$ cat src/rtl/dma_irq_status.sv
module dma_irq_status #(
  parameter int CW = 16,
  parameter int AW = 12,
  parameter logic [CW-1:0] IMPL_MASK = 16'h4E03,
  parameter logic [AW-1:0] CTRL_OFS = 12'h004,
  parameter logic [AW-1:0] STAT_OFS = 12'h100,
  parameter logic [AW-1:0] CLR_OFS  = 12'h108,
  parameter logic [AW-1:0] EN_OFS   = 12'h110,
  parameter logic [3:0]    WIRED_MODE = 4'd1
) (
  input  logic          clk,
  input  logic          rst_n,
  input  logic          reg_we,
  input  logic [AW-1:0] reg_addr,
  input  logic [CW-1:0] reg_wdata,
  output logic [CW-1:0] reg_rdata,
  input  logic [CW-1:0] ev_in,
  output logic          irq,
  output logic          msg_valid,
  output logic [CW-1:0] msg_cause
);

  logic [CW-1:0] status_q, enable_q, eff_q;
  logic [3:0]    mode_q;
  logic [CW-1:0] eff, clr_vec, set_vec;
  logic          wired;

  assign clr_vec = (reg_we && reg_addr == CLR_OFS) ? reg_wdata : '0;
  assign set_vec = ev_in & IMPL_MASK;
  assign eff     = status_q & enable_q;
  assign wired   = (mode_q == WIRED_MODE);

  always_ff @(posedge clk) begin
    if (!rst_n) begin
      status_q <= '0;
      enable_q <= '0;
      mode_q   <= WIRED_MODE;
      eff_q    <= '0;
    end else begin
      status_q <= (status_q & ~clr_vec) | set_vec;
      eff_q    <= eff;
      if (reg_we && reg_addr == EN_OFS)   enable_q <= reg_wdata & IMPL_MASK;
      if (reg_we && reg_addr == CTRL_OFS) mode_q   <= reg_wdata[3:0];
    end
  end

  always_comb begin
    reg_rdata = '0;
    if (reg_addr == STAT_OFS)      reg_rdata = status_q;
    else if (reg_addr == EN_OFS)   reg_rdata = enable_q;
    else if (reg_addr == CTRL_OFS) reg_rdata[3:0] = mode_q;
  end

  assign irq       = wired && (eff != '0);
  assign msg_valid = !wired && ((eff & ~eff_q) != '0);
  assign msg_cause = eff;

  assert_set_wins_R4: assert property (@(posedge clk) disable iff (!rst_n)
    (set_vec != '0) |=> ((status_q & $past(set_vec)) == $past(set_vec)));

  assert_clear_done_R3: assert property (@(posedge clk) disable iff (!rst_n)
    (reg_we && reg_addr == CLR_OFS) |=> ((status_q & $past(reg_wdata & ~ev_in)) == '0));

  assert_level_held_R6: assert property (@(posedge clk) disable iff (!rst_n)
    (irq && !reg_we) |=> irq);

  assert_masked_quiet_R5: assert property (@(posedge clk) disable iff (!rst_n)
    (enable_q == '0) |-> (!irq && !msg_valid));

  assert_one_mode_R7: assert property (@(posedge clk) disable iff (!rst_n)
    msg_valid |-> !irq);

endmodule

$ cat config.mk
export PLATFORM = sky130hd
export DESIGN_NAME = dma_irq_status
export DESIGN_NICKNAME = d
export VERILOG_FILES = /design/src/rtl/dma_irq_status.sv
export SDC_FILE = /design/constraint.sdc
export NUM_CORES = 1
export LEC_CHECK = 0
export BUFFER_PORTS_ARGS = -buffer_cell sky130_fd_sc_hd__buf_2
export CAP_MARGIN = 20
export CORE_MARGIN = 2
export CORE_UTILIZATION = 40
export CTS_BUF_LIST = sky130_fd_sc_hd__clkbuf_16
export DETAILED_ROUTE_END_ITERATION = 16
export PLACE_DENSITY = 0.86
export SYNTH_ARGS = -nofsm -noshare
export SYNTH_HDL_FRONTEND = slang
export SYNTH_SLANG_ARGS = --single-unit
$ cat constraint.sdc
create_clock -name clk -period 2.7 [get_ports clk]
set_input_delay 0.54 -clock clk [delete_from_list [all_inputs] [get_ports clk]]
set_output_delay 0.54 -clock clk [all_outputs]
set_load 0.02 [all_outputs]
Yosys cells after proc, flatten, opt, wreduce, memory -nomap -nowiden
Index checks and enable logic that the tools add are counted.
- bits in registers: 42
- word-level logic and storage cells: 28
- equal/unequal tests: 5
- muxes and demuxes: 5
- bitwise operators: 6
- reductions and logical operators: 8
- operator list (cell ; count):
    12-bit by 9-bit equality test with 1-bit output (second input constant) ; 3
    16-bit AND ; 2
    16-bit 2-to-1 mux ; 2
    16-bit NOT ; 2
    16-bit nonzero test ; 2
    16-bit by 15-bit AND with 16-bit output ; 1
    16-bit by 15-bit bitwise OR with 16-bit output ; 1
    12-bit by 3-bit equality test with 1-bit output (second input constant) ; 1
    11-bit 2-to-1 mux ; 1
    4-bit 2-to-1 mux ; 2
    1-bit logical AND ; 5
    4-bit by 1-bit equality test with 1-bit output (second input constant) ; 1
    1-bit zero test ; 1

Longest topological paths before layout
- depth after elaboration: 6
- depth in mapped cells: 6
- mapped depth without buffers: 4

Worst setup path before layout
No wires, ideal clock.
- path kind: input -> output
- start point: input port reg_addr[11]
- end point: output port reg_rdata[0]
- arrival: 2.304 ns
- slack: -0.144 ns
- stages: 6
- path buffers: 2
- cells stage by stage: or4_4 -> buf_6 -> or4_4 -> buf_6 -> a2bb2oi_1 -> nor2_1
- longest elaborated chain between the ends: 4
- elaborated cells on any way between the ends: 6
- ends and longest elaborated chain (what ; line ; source):
    from (decl) ; 14 ; input logic [AW-1:0] reg_addr,
    12-bit by 3-bit equality test with 1-bit output ; 51 ; else if (reg_addr == CTRL_OFS) reg_rdata[3:0] = mode_q;
    4-bit 2-to-1 mux ; 51 ;
    4-bit 2-to-1 mux ; 50 ; else if (reg_addr == EN_OFS) reg_rdata = enable_q;
    16-bit 2-to-1 mux * ; 49 ; if (reg_addr == STAT_OFS) reg_rdata = status_q;
    to (decl) ; 16 ; output logic [CW-1:0] reg_rdata,
Every way passes the cells marked *; elsewhere a longest branch is shown, timed or not.

Final worst setup path
- start point: input port reg_addr[9]
- end point: output port reg_rdata[0]
Same word-level chain as after synthesis.

==> qor.txt <==
outcome - finished, violations left
violations in the final reports - negative setup slack
Hold-fix buffers, CTS - 0
Clk pwr share - 0.472
Post-route DRC - 0
Worst Setup End Kind - primary output
fin crit share - 1.02
Mapped Cells - 176
Num CTS Buffers - 5
Reg2Reg Depth - 2
root buf cell - clkbuf_16
Lkg Pwr - 1.06 nW
Hold Path Origin - status_q[15]
Worst-Skew Late Latency - 0.27 ns
Switching Share - 0.221
largest fanout on the critical path - 5
final setup vio count - 16
RSZ-0062 raised after global routing - true
Logic pwr share - 0.080
ant diodes - 0
sw power - 0.240 mW
clock net sink count - 32
total detailed-routing wirelength - 3.99 mm
pre-CTS setup slack - -0.113 ns
PortBufs - 60
# Max-Cap Violations - 0
leading area contributor after synthesis - dfxtp_1
Routed WL per cell - 13.7 um
Hold WS - 0.423 ns
most common cell after layout, fill and taps aside - buf_2
gp weighted congestion - 0.799
fmax - 0.363 GHz
Worst-path clk slew - 0.05 ns
area growth from synthesis to layout - 45.7%
setup slack, reg-to-reg - 1.94 ns
Post-Syn Area - 1580 um^2
TritonCTS clock tree - yes
Initial Utilization - 0.424
Clock Tree Buf Depth - 2
Critical Path Start Type - input pin
I/O pins - 81
PnR worst setup slack - -0.0574 ns
die height - 66.8 um
Final #Nets - 289
post-DP HPWL - 2.52 mm
Starting DRT DRC Count - 51
vias in the first global route - 1,347
Hold Violations, Final - 0
Synth top area share - 0.407
Setup Skew - 0.00262 ns
Finished Cell Area - 2290 um^2
Hold Path Depth - 2
Max Slew Vio Count - 0
Synth Register Bits - 32
initial antenna violation count - 0
site row count - 22
vias - 1,450
Hold Path Sink - status_q[15]
Distinct cells, synth - 35
DRT Pass-1 Iters - 4
Post-CTS Setup Bufs - 0
CTS H-tree lvls - 2
Fillers - 328
core area - 3720 um^2
critical path arrival - 2.22 ns
average size of a mapped cell - 8.95 um^2
die area - 4460 um^2
largest net degree at the start of global routing - 33
most frequent cells in the layout - buf_2 (42), dfxtp_1 (32), nand2_1 (18), buf_6 (18)
RR Startpoint - status_q[1]
Tot GR Track Use - 0.191
fin crit period - 2.76 ns
worst vdd ir - 0.000352 V
power per standard cell area - 474 nW/um^2
Seq pwr share - 0.448
internal power - 0.847 mW
layout cells sized above 1 - 0.416
Worst R2R End - status_q[1]
crit path kind - in2out
CP required - 2.16 ns
placed inst area - 1950 um^2
top cells by area, synth - dfxtp_1 (41%), mux2i_1 (8.9%), buf_4 (4.8%)
first-pass GRT wire length - 6.27 mm
GRT Residual Overflow - 0
class of the worst hold path - reg2reg
Detail Route Antenna Nets - 0
vias per cell - 4.98
Die Width - 66.8 um
Synth warnings - 0
Seq/Total Area, Yosys - 0.407
## per-stage QoR
step | total power, mW | util | std cells | setup TNS [ns]
final | 1.09 | 0.618 | 291 | -0.637
after global routing | 1.12 | 0.618 | 291 | -1.18
after CTS | 1.09 | 0.615 | 291 | -0.800
after detailed placement | 0.574 | 0.524 | 282 | -1.45
after global placement | 0.572 | 0.524 | 282 | -1.39
after floorplan | 0.547 | - | 185 | -0.0621
## area by class of cell
class                           count  area [um^2]  share of cell area
Clock buffer                        5          125              0.0545
Clock inverter                      3         11.3             0.00491
Inverter                           12         45.0              0.0196
Multi-Input combinational cell    124          940               0.409
Sequential cell                    32          641               0.279
Tap cell                           48         60.1              0.0262
Timing Repair Buffer               67          473               0.206
## worst max-delay path by stage
stage	from	end	slack, ns	depth (start not counted)
3_5_place_dp	reg_addr[11]	reg_rdata[13]	-0.11	6
2_1_floorplan	reg_addr[11]	reg_rdata[1]	-0.03	6
6_report	reg_addr[9]	reg_rdata[0]	-0.06	6
5_1_grt	reg_addr[9]	reg_rdata[0]	-0.09	6
3_3_place_gp	reg_addr[11]	reg_rdata[13]	-0.12	6
4_1_cts	reg_addr[9]	reg_rdata[3]	-0.08	6
## layer usage
metal	track usage	wire length, um	share of wire
met4	0.0867	82	0.021
met2	0.314	2000	0.50
met5	0	0	0
met3	0.0642	234	0.059
met1	0.224	1670	0.42
## cells by family after synthesis
family	share of synthesized area
AO/OA/AOI/OAI	0.120
buffers and inverters	0.110
flip-flops	0.407
multiplexers	0.0890
other	0.00238
AND/OR/NAND/NOR	0.272
## synth_stat cells
library cell   n
a21oi_1       10
a22o_1         2
a2bb2oi_1      2
a31oi_1        6
a41oi_1        1
and2_1         8
and3_1         6
buf_1          1
buf_2          1
buf_4         10
buf_6          3
clkbuf_1       3
conb_1         1
dfxtp_1       32
inv_1         12
mux2i_1       14
nand2_1       18
nand2b_1       1
nand3b_1       1
nor2_1         8
nor2_4         1
nor2b_1       11
nor3_1         2
nor3_4         1
nor4_1         1
nor4_4         2
o21ai_0        6
o22ai_1        3
o31a_1         1
or3_1          1
or3b_2         1
or4_1          2
or4_4          2
or4b_2         1
or4bb_1        1
## power groups by stage
stage | Sequential [mW] | Combinational [mW] | Clock [mW]
2_1_floorplan | 0.493 | 0.0540 | 0
3_3_place_gp | 0.495 | 0.0771 | 0
3_5_place_dp | 0.495 | 0.0790 | 0
4_1_cts | 0.487 | 0.0856 | 0.522
5_1_grt | 0.487 | 0.0938 | 0.543
6_report | 0.487 | 0.0865 | 0.514
## sequential cells by signal (all words and copies together) (netlist names)
register	count
eff_q	6
enable_q	6
status_q	16
mode_q	4
## timing repair
item	4_1_cts	5_1_grt
pin swaps	19	9
gates resized for setup	55	2
endpoints found under the setup margin	16	16
gates cloned	1	0
## critical path, cell delays in order
cell       delay, ns
buf_6           0.09
or4_4           0.53
or4_4           0.64
a2bb2oi_4       0.19
nor2_4          0.10
buf_6           0.12
Note: power is estimated with default switching activity, not from simulation.
